**config.mk**
```make
export PLATFORM = sky130hd
export DESIGN_NAME = bcd_digit_counter
export DESIGN_NICKNAME = d
export VERILOG_FILES = /design/src/rtl/dcnt_pkg.sv /design/src/rtl/dcnt_next.sv /design/src/rtl/dcnt_state.sv /design/src/rtl/dcnt_tc.sv /design/src/rtl/bcd_digit_counter.sv
export SDC_FILE = /design/constraint.sdc
export NUM_CORES = 1
export LEC_CHECK = 0
export BUFFER_PORTS_ARGS = -buffer_cell sky130_fd_sc_hd__buf_2
export CAP_MARGIN = 25
export CORE_AREA = 2 2 39 41
export DETAILED_ROUTE_END_ITERATION = 12
export DIE_AREA = 0 0 41 43
export PLACE_DENSITY_LB_ADDON = 0.3
export SLEW_MARGIN = 20
export SYNTH_ARGS = -nofsm -noshare
export SYNTH_HDL_FRONTEND = slang
export SYNTH_HIERARCHICAL = 1
export SYNTH_SLANG_ARGS = --single-unit
```
**constraint.sdc**
```tcl
create_clock -name clk -period 1.69 [get_ports clk]
set_input_delay 0.338 -clock clk [delete_from_list [all_inputs] [get_ports clk]]
set_output_delay 0.338 -clock clk [all_outputs]
set_load 0.005 [all_outputs]
```
**src/rtl/dcnt_pkg.sv**
```systemverilog
package dcnt_pkg;
  localparam int DIGIT_MOD = 10;
  localparam int DIGIT_W   = 4;

  typedef enum logic [1:0] {
    OP_KEEP = 2'd0,
    OP_LOAD = 2'd1,
    OP_STEP = 2'd2
  } dcnt_op_e;
endpackage

```
**src/rtl/dcnt_next.sv**
```systemverilog
module dcnt_next
  import dcnt_pkg::*;
#(
  parameter int MODULUS = DIGIT_MOD,
  parameter int W       = DIGIT_W
) (
  input  logic [W-1:0] cur,
  input  logic [W-1:0] din,
  input  logic         ld_n,
  input  logic         cnt_en,
  input  logic         carry_en,
  output dcnt_op_e     op,
  output logic [W-1:0] nxt
);
  localparam logic [W-1:0] TERM = W'(MODULUS - 1);

  logic [W-1:0] stepped;

  // Load has priority over counting; counting needs both enables.
  always_comb begin
    if (!ld_n)                  op = OP_LOAD;
    else if (cnt_en && carry_en) op = OP_STEP;
    else                        op = OP_KEEP;
  end

  // Increment variant chosen by the modulus.
  generate
    if (MODULUS == (1 << W)) begin : g_natural_wrap
      assign stepped = cur + 1'b1;
    end else begin : g_decade_wrap
      // Terminal and out-of-range values both return to zero.
      assign stepped = (cur >= TERM) ? '0 : cur + 1'b1;
    end
  endgenerate

  always_comb begin
    unique case (op)
      OP_LOAD: nxt = din;
      OP_STEP: nxt = stepped;
      default: nxt = cur;
    endcase
  end
endmodule

```
**src/rtl/dcnt_state.sv**
```systemverilog
module dcnt_state
  import dcnt_pkg::*;
#(
  parameter int W = DIGIT_W
) (
  input  logic         clk,
  input  logic         clr_n,
  input  dcnt_op_e     op,
  input  logic [W-1:0] nxt,
  output logic [W-1:0] q
);
  always_ff @(posedge clk or negedge clr_n) begin
    if (!clr_n)              q <= '0;
    else if (op != OP_KEEP)  q <= nxt;
  end


  clear_hold_chk: assert property (@(posedge clk) !clr_n |-> q == '0);


  keep_stable_chk: assert property (@(posedge clk) disable iff (!clr_n)
    op == OP_KEEP |=> $stable(q));
endmodule

```
**src/rtl/dcnt_tc.sv**
```systemverilog
module dcnt_tc #(
  parameter int MODULUS = dcnt_pkg::DIGIT_MOD,
  parameter int W       = dcnt_pkg::DIGIT_W
) (
  input  logic [W-1:0] q,
  input  logic         carry_en,
  output logic         tc
);
  localparam logic [W-1:0] TERM = W'(MODULUS - 1);

  assign tc = carry_en & (q == TERM);
endmodule

```
**src/rtl/bcd_digit_counter.sv**
```systemverilog
module bcd_digit_counter
  import dcnt_pkg::*;
#(
  parameter int MODULUS = DIGIT_MOD,
  parameter int W       = DIGIT_W
) (
  input  logic         clk,
  input  logic         clr_n,
  input  logic         ld_n,
  input  logic [W-1:0] din,
  input  logic         cnt_en,
  input  logic         carry_en,
  output logic [W-1:0] q,
  output logic         tc
);
  localparam logic [W-1:0] TERM = W'(MODULUS - 1);

  dcnt_op_e     op;
  logic [W-1:0] nxt;

  dcnt_next #(.MODULUS(MODULUS), .W(W)) u_next (
    .cur      (q),
    .din      (din),
    .ld_n     (ld_n),
    .cnt_en   (cnt_en),
    .carry_en (carry_en),
    .op       (op),
    .nxt      (nxt)
  );

  dcnt_state #(.W(W)) u_state (
    .clk   (clk),
    .clr_n (clr_n),
    .op    (op),
    .nxt   (nxt),
    .q     (q)
  );

  dcnt_tc #(.MODULUS(MODULUS), .W(W)) u_tc (
    .q        (q),
    .carry_en (carry_en),
    .tc       (tc)
  );


  load_take_chk: assert property (@(posedge clk) disable iff (!clr_n)
    !ld_n |=> q == $past(din));


  step_up_chk: assert property (@(posedge clk) disable iff (!clr_n)
    (ld_n && cnt_en && carry_en && q < TERM) |=> q == W'($past(q) + 1));


  wrap_zero_chk: assert property (@(posedge clk) disable iff (!clr_n)
    (ld_n && cnt_en && tc) |=> q == '0);


  range_recover_chk: assert property (@(posedge clk) disable iff (!clr_n)
    (ld_n && cnt_en && carry_en && q > TERM) |=> q == '0);


  range_tc_low_chk: assert property (@(posedge clk) disable iff (!clr_n)
    q > TERM |-> !tc);
endmodule

```
======== Word level (Yosys, flattened, before mapping) ========
Index checks and enable logic that the tools add are counted.
W data, S select, Z words.
cells by class
  add/sub/neg operators ................... 1
  $lt $le $gt $ge ......................... 1
  equal/unequal tests ..................... 3
  muxes and demuxes ....................... 4
  bitwise logic cells ..................... 1
  reductions and logical operators ........ 4
operator list
  kind                   number
  $pmux W4 S2            1
  $add A4 B1 Y4 const B  1
  $eq A4 B4 Y1 const B   1
  $ge A4 B4 Y1 const B   1
  $mux W2                2
  $mux W4                1
  $reduce_bool A2 Y1     2
  $eq A2 B1 Y1 const B   1
  $eq A2 B2 Y1 const B   1
  $reduce_and A2 Y1      1
  $and A1 B1 Y1          1
  $logic_and A1 B1 Y1    1
word-level totals
  register bits after elaboration ......... 4
  bits of input ports ..................... 9
  output and inout port bits .............. 5
  logic and storage cells ................. 15

======== Longest topological paths before layout ========
Gate-level depths: netlist of run 1.
  depth in word-level cells ............... 6
  gate-level depth with buffers ........... 6
  mapped depth without buffers ............ 6

======== Modules after synthesis ========
Netlist of run 1, hierarchy kept.
modules (own cells, without submodules)
  module      times used  cells each  area an instance (um^2)  sequential area each (um^2)
  dcnt_next   1           30          198.9                    0.0
  dcnt_state  1           9           171.4                    100.1
  dcnt_tc     1           2           12.5                     0.0

======== Least setup slack after synthesis of run 1 ========
Ideal clock, no wire load.
  path type ............................... register -> register
  from .................................... reg u_state.q[0]
  to ...................................... reg u_state.q[1]
  library setup time ...................... 125 ps
  arrival ................................. 1,434 ps
  required time ........................... 1,565 ps
  slack ................................... 131 ps
  cell stages (with the launch flop) ...... 7
  buffers on the path ..................... 0
  period minus slack after synthesis ...... 1,559 ps
  cell sequence ........................... dfrtp_1 -> inv_1 -> ha_1 -> nor3b_2 -> o2111ai_1 -> a31oi_1 -> mux2_4
between the ends
  word-level cells in the longest chain between the ends .. 3
  elaborated cells between the ends (all ways) .. 4
  classes of those cells .................. add/sub: 1; order compare: 1; mux: 2
ends and longest elaborated chain
  element                                        line                     text
  from (decl)                                    dcnt_state.sv:10         output logic [W-1:0] q
  from (signal assigned)                         dcnt_state.sv:14         else if (op != OP_KEEP) q <= nxt;
  $add A4 B1 Y4 or $ge A4 B4 Y1 (tied branches)  dcnt_next.sv:32          assign stepped = (cur >= TERM) ? '0 : cur + 1'b1;
  $mux W4 (*)                                    dcnt_next.sv:32
  $pmux W4 S2 (*)                                dcnt_next.sv:37          unique case (op)
  net nxt[1]                                     bcd_digit_counter.sv:19  logic [W-1:0] nxt;
Mark *: on every way through the listed nets, which the timed path passes. The rest lies on a longest branch.
A chain may end at the register's enable or synchronous reset.

======== Final worst setup path of run 1 ========
  from .................................... reg u_state.q[1]
  to ...................................... reg u_state.q[2]
Same word-level chain as after synthesis.

==> results.sh, run 1 <==
export IMPL_drcViolationCount=0
export IMPL_path_max_fanout=4
export IMPL_worst_pin_slew_ns=0.362
export IMPL_cts_clk_slew_worst_paths_ns=0.04
export IMPL_largest_reg_flops=4
export IMPL_area_growth_syn_to_layout_pct=36.6
export IMPL_rows=14
export IMPL_synth_nets=53
export IMPL_ys_ff_latch=4
export IMPL_drt_total_wl_um=894
export IMPL_synth_ff_type="dfrtp_1"
export IMPL_dp_cells=70
export IMPL_antenna_left=0
export IMPL_hold_slack_ns=0.432
export IMPL_grt_pass1_wl_mm=1.46
export IMPL_ff2ff_setup_slack_ns=0.06
export IMPL_finalHoldViolations=0
export IMPL_num_vias=373
export IMPL_finalMaxSlewViolations=0
export IMPL_skew_ns=0.00424
export IMPL_io_buffers=13
export IMPL_dpl_hpwl_um=682
export IMPL_clockBufferDepth=2
export IMPL_drt_pass1_iterations=4
export IMPL_fin_total_pwr_uw=453
export IMPL_maxCapViolCount=0
export IMPL_power_static_leakage_uw=0.000259
export IMPL_arrival_ns=1.74
export IMPL_die_area_sq_um=1760
export IMPL_grt_ovfl_total=0
export IMPL_gp_congestion=0.742
export IMPL_cts_buffers=3
export IMPL_grt_max_degree=9
export IMPL_status="finished, final reports clean"
export IMPL_drtIter0Drc=4
export IMPL_start_util=0.277
export IMPL_wl_per_cell_um=11.8
export IMPL_antenna_found_initial=0
export IMPL_fin_nets=74
export IMPL_switching_share=0.338
export IMPL_slew_headroom=0.759
export IMPL_chipHeight_um=43
export IMPL_max_clock_freq_ghz=0.614
export IMPL_vias_per_cell=4.91
export IMPL_grt_util_met2=0.175
export IMPL_grt_pass1_vias=357
export IMPL_power_internal_uw=300
export IMPL_largest_register="u_state/q"
export IMPL_path_class="register to register"
export IMPL_clock_sinks=4
export IMPL_start_kind="register"
export IMPL_grt_use_total=0.115
export IMPL_synth_cells=41
export IMPL_clock_root_buffer="clkbuf_4"
export IMPL_min_path_type="input port to async pin"
export IMPL_synthArstFlopShare=1.00
export IMPL_avgSynthCellArea_sq_um=9.34
export IMPL_place_ws_ns=-0.0399
export IMPL_finalCriticalPeriod_ns=1.63
export IMPL_diodes=0
export IMPL_die_w_um=41
export IMPL_synth_edff_count=0
export IMPL_gr_usage_met1=0.159
export IMPL_stdcell_count=76
export IMPL_reg_top3="u_state/q x4"
export IMPL_fp_coreArea_sq_um=1380
export IMPL_setup_worst_path_end_class="register"
export IMPL_grt_use_met3=0.0157
export IMPL_comb_power_share=0.407
export IMPL_ys_warn_count=6
export IMPL_cellPowerDensity_nw_per_um2=866
export IMPL_htreeDepth=1
export IMPL_pin_count=14
export IMPL_peakVddDrop_uv=188
export IMPL_period_share=0.963
export IMPL_p_clk_frac=0.259
export IMPL_synth_area_sq_um=383
export IMPL_pwr_share_seq=0.334
export IMPL_ys_seq_area_frac=0.261
export IMPL_clk_latency_ns=0.23
export IMPL_setup_violations=0
export IMPL_layout_setup_ws_ns=0.0625
export IMPL_drive_above_1_share=0.483
export IMPL_cts_tree="built"
export IMPL_synthDistinctLibCells=21
export IMPL_crit_required_ns=1.80
export IMPL_grt_busiest_layer="met2"
export IMPL_p_switching_uw=153
metrics by stage:
stage | setup TNS, ns | util | cell area (sq um)
floorplan | 0 | - | 383
global placement | 0 | 0.338 | 468
detailed placement | -0.0399 | 0.338 | 468
CTS | 0 | 0.363 | 502
global route | -0.00134 | 0.378 | 523
finish | 0 | 0.378 | 523
logic make-up after synthesis:
logic type / Yosys count / synth area share
mux: 4 / 0.157
buf+inv: 5 / 0.0588
flops: 4 / 0.261
compound gates: 9 / 0.150
simple gates: 16 / 0.275
fa+ha+maj: 3 / 0.0980
cell usage in the layout, fill, tap and decap left out, types with 2 or more instances in the layout:
cell type,instances
buf_2,13
a31oi_1,3
a21oi_1,2
nand2_1,2
ha_1,3
o2111ai_1,2
buf_4,3
mux2_4,4
nor2_1,6
dfrtp_1,3
clkbuf_4,3
inv_1,3
cell usage after synthesis, types with 2 or more instances:
master | number | area (sq um)
o2111ai_1 | 2 | 17.5
nand2_1 | 2 | 7.51
nor2_1 | 6 | 22.5
mux2_4 | 4 | 60.1
dfrtp_1 | 4 | 100
ha_1 | 3 | 37.5
inv_1 | 3 | 11.3
a31oi_1 | 3 | 18.8
a21oi_1 | 2 | 10.0
routing by layer:
| metal | routed length, um | vias up |
|---|---|---|
| li1 | - | 185 |
| met1 | 444 | 175 |
| met2 | 408 | 13 |
| met3 | 40 | 0 |
| met4 | 0 | 0 |
| met5 | 0 | - |
worst paths after layout:
path                                               start                       end  cells after the start
worst min register to register  u_state/q[1]$_DFFE_PN0P_  u_state/q[1]$_DFFE_PN0P_                      1
min in group clk                                  din[0]  u_state/q[0]$_DFFE_PN0P_                      4
worst max register to register  u_state/q[1]$_DFFE_PN0P_  u_state/q[2]$_DFFE_PN0P_                      6
worst min-delay path                               clr_n  u_state/q[3]$_DFFE_PN0P_                      2
max in group asynchronous                          clr_n  u_state/q[1]$_DFFE_PN0P_                      2
worst max-delay path            u_state/q[1]$_DFFE_PN0P_  u_state/q[2]$_DFFE_PN0P_                      6
worst max-delay path, stage by stage (launching register included):
cell     delay (ns)
dfrtp_2        0.42
buf_4          0.15
ha_1           0.18
and4b_2        0.23
o22ai_1        0.14
a31oi_1        0.11
mux2_4         0.27
cell type report:
class	instances	area [sq um]
Fill cell	150	861
Multi-Input combinational cell	32	267
Sequential cell	4	101
Timing Repair Buffer	17	97.6
Clock buffer	3	22.5
Tap cell	16	20.0
Inverter	4	15.0
what timing repair did:
| item | CTS | global route |
|---|---|---|
| endpoints found under the hold margin | 4 | 0 |
| endpoints found under the setup margin | 2 | 2 |
| hold buffers | 1 | 0 |
| buffers inserted | 0 | 2 |
| gates resized for setup | 1 | 1 |
| gates cloned | 0 | 0 |
| pin swaps | 0 | 2 |
power groups by stage:
| stage | Clock (uW) | Combinational [uW] | Sequential, uW |
|---|---|---|---|
| detailed placement | 0 | 160 | 154 |
| finish | 117 | 184 | 152 |
| global route | 126 | 208 | 155 |
| global placement | 0 | 159 | 154 |
| floorplan | 0 | 100 | 150 |
| CTS | 123 | 162 | 154 |
Note: power is estimated with default switching activity, not from simulation.
==> inputs of run 2 (changes only) <==
--- a/config.mk
+++ b/config.mk
@@ -14,5 +14,4 @@
 export SLEW_MARGIN = 20
 export SYNTH_ARGS = -nofsm -noshare
 export SYNTH_HDL_FRONTEND = slang
-export SYNTH_HIERARCHICAL = 1
 export SYNTH_SLANG_ARGS = --single-unit
==> run 2 against run 1 <==
Sequential power down 22%. Combinational power down 54%. Critical endpoint is now u_state.q[0]$_DFFE_PN0P_. Register-to-register slack gained 0.05 ns. Clock power barely moved. Die area did not move. Largest power group is now the clock network. Synthesized area down 21%. Power decreased by 29%.
==> results.sh, run 2 <==
export IMPL_yosysTopAreaCell="dfrtp_1"
export IMPL_area_growth_syn_to_layout_pct=42.6
export IMPL_status="finished, final reports clean"
export IMPL_period_share=0.932
export IMPL_largest_reg_flops=4
export IMPL_clock_root_buffer="clkbuf_4"
export IMPL_synth_area_top_cells="dfrtp_1 33%, ha_1 12%, a31oi_1 8.3%"
export IMPL_synthArstFlopShare=1.00
export IMPL_drive_above_1_share=0.370
export IMPL_chipHeight_um=43
export IMPL_grt_setup_unrepaired="false"
export IMPL_vias_per_cell=4.50
export IMPL_io_buffers=13
export IMPL_finalHoldViolations=0
export IMPL_die_area_sq_um=1760
export IMPL_num_vias=315
export IMPL_final_common_cell="buf_2"
export IMPL_fin_util=0.312
export IMPL_grt_ovfl_total=0
export IMPL_fin_nets=68
export IMPL_multi_input_area_sq_um=188
export IMPL_cellPowerDensity_nw_per_um2=749
export IMPL_cp_cell_sequence="ha_1, or3b_1, a211o_1, a31oi_1"
export IMPL_cts_tree="built"
export IMPL_cts_resized=0
export IMPL_clockBufferDepth=2
export IMPL_min_path_cells=3
export IMPL_clock_sinks=4
export IMPL_ff2ff_setup_slack_ns=0.11
export IMPL_diodes=0
export IMPL_worst_pin_slew_ns=0.222
export IMPL_path_class="register to register"
export IMPL_reg_top3="u_state.q x4"
export IMPL_drcViolationCount=0
export IMPL_fill_cells=146
export IMPL_grt_use_total=0.0994
export IMPL_r2r_start="u_state.q[0]$_DFFE_PN0P_"
export IMPL_rows=14
export IMPL_fp_coreArea_sq_um=1380
export IMPL_die_w_um=41
export IMPL_r2r_end="u_state.q[0]$_DFFE_PN0P_"
export IMPL_avgSynthCellArea_sq_um=8.41
export IMPL_cts_clk_slew_worst_paths_ns=0.04
export IMPL_dpl_hpwl_um=593
export IMPL_holdCritStartpoint="din[3]"
export IMPL_crit_required_ns=1.84
export IMPL_drt_pass1_iterations=2
export IMPL_path_max_fanout=4
export IMPL_reg2reg_depth=4
export IMPL_post_cts_buffers=0
export IMPL_peakVddDrop_uv=329
export IMPL_dp_cells=66
export IMPL_power_static_leakage_uw=0.000214
export IMPL_cp_num_buf_inv=0
export IMPL_antenna_found_initial=0
export IMPL_synth_nets=48
export IMPL_setup_violations=0
export IMPL_synth_edff_count=0
export IMPL_ys_seq_area_frac=0.331
export IMPL_synth_cells=36
export IMPL_finalMaxSlewViolations=0
export IMPL_clk_latency_ns=0.24
export IMPL_grt_max_degree=10
export IMPL_arrival_ns=1.73
export IMPL_start_kind="register"
export IMPL_cts_buffers=3
export IMPL_start_util=0.219
export IMPL_stdcell_count=70
export IMPL_layout_setup_ws_ns=0.115
export IMPL_largest_register="u_state.q"
export IMPL_synthDistinctLibCells=20
export IMPL_synth_ff_type="dfrtp_1"
export IMPL_finalCriticalPeriod_ns=1.58
export IMPL_max_clock_freq_ghz=0.635
export IMPL_crit_family="compound AO/OA/AOI/OAI gates"
export IMPL_min_path_type="input port to register"
export IMPL_wl_per_cell_um=10.5
export IMPL_min_to="u_state.q[3]$_DFFE_PN0P_"
export IMPL_synth_common_cells="4 x a31oi_1, 4 x dfrtp_1, 4 x nand2_1"
export IMPL_ys_warn_count=0
export IMPL_htreeDepth=1
export IMPL_slew_headroom=0.852
export IMPL_drtIter0Drc=6
export IMPL_synth_top_area_frac=0.331
export IMPL_register_area_sq_um=100
export IMPL_ys_ff_latch=4
export IMPL_synth_area_sq_um=303
export IMPL_antenna_left=0
export IMPL_maxCapViolCount=0
export IMPL_place_ws_ns=0.134
export IMPL_pin_count=14
export IMPL_setup_worst_path_end_class="register"
export IMPL_grt_pass1_wl_mm=1.15
export IMPL_drt_total_wl_um=732
export IMPL_fin_setup_tns_ns=0
export IMPL_cpMaxStageDelayCell="or3b_1"
export IMPL_gp_congestion=0.770
export IMPL_skew_ns=0.00554
export IMPL_mostFrequentLayoutCells="13 x buf_2, 4 x nand2_1, 4 x a31oi_1, 4 x dfrtp_1"
export IMPL_crit_path_max_incr_delay_ns=0.40
export IMPL_grt_pass1_vias=299
==> run 2: changes by cell type after synthesis, sizes merged, moves of 2 or more <==
cell	previous run	this run
a21oi	2	0
o2111ai	2	0
mux2	4	0
nor2	7	3
==> run 2: worst register-to-register path, cell delays in order, from the launching register on <==
cell     delay, ns
dfrtp_1       0.39
ha_1          0.24
or3b_1        0.40
a211o_1       0.30
a31oi_1       0.16
==> run 2: final cells by class <==
cell class | count | area share
clock buffers | 3 | 0.0522
inverters | 3 | 0.0261
multi-input cells | 28 | 0.435
flip-flops and latches | 4 | 0.232
well taps | 16 | 0.0464
repair buffers | 16 | 0.209
==> run 2: metrics by stage <==
stage,total power [uW],area [sq um],hold slack (ns)
2_1_floorplan,162,303,0.0424
3_3_place_gp,205,399,0.150
3_5_place_dp,204,399,0.155
4_1_cts,328,432,0.362
5_1_grt,350,432,0.361
6_report,323,432,0.364
==> run 2: cell families after synthesis <==
family	after synthesis	synth area share
buffers and inverters	4	0.0496
AOI/OAI and AO/OA	10	0.223
adders and majority gates	3	0.124
DFF	4	0.331
and+or+nand+nor	15	0.273
==> run 2: what timing repair did <==
action | CTS | global route
setup endpoints to repair | 0 | 0
hold buffers | 1 | 0
hold endpoints to repair | 4 | 0
==> run 2: where the power goes <==
group / total, uW / switching (uW) / leakage, uW / internal (uW)
Combinational: 85.3 / 41.3 / 0.000154 / 44.1
Sequential: 118 / 11.9 / 0.0000467 / 106
Clock: 120 / 40.3 / 0.0000138 / 79.5
Total: 323 / 93.5 / 0.000214 / 230
==> run 2: worst max-delay path by stage <==
stage                                   startpoint                       end  slack [ns]  cells past startpoint
after floorplan           u_state.q[1]$_DFFE_PN0P_  u_state.q[0]$_DFFE_PN0P_        0.14                      5
after global placement    u_state.q[0]$_DFFE_PN0P_  u_state.q[0]$_DFFE_PN0P_        0.14                      5
after detailed placement  u_state.q[0]$_DFFE_PN0P_  u_state.q[0]$_DFFE_PN0P_        0.13                      4
after CTS                 u_state.q[0]$_DFFE_PN0P_  u_state.q[0]$_DFFE_PN0P_        0.12                      4
after global routing      u_state.q[0]$_DFFE_PN0P_  u_state.q[0]$_DFFE_PN0P_        0.03                      4
final                     u_state.q[0]$_DFFE_PN0P_  u_state.q[0]$_DFFE_PN0P_        0.11                      4
==> run 2: per-layer routing <==
metal | share of wire | GRT usage | vias to the layer above
li1 | - | - | 168
met1 | 0.48 | 0.122 | 137
met2 | 0.45 | 0.144 | 10
met3 | 0.071 | 0.0628 | 0
met4 | 0 | 0.0200 | 0
met5 | 0 | 0 | -
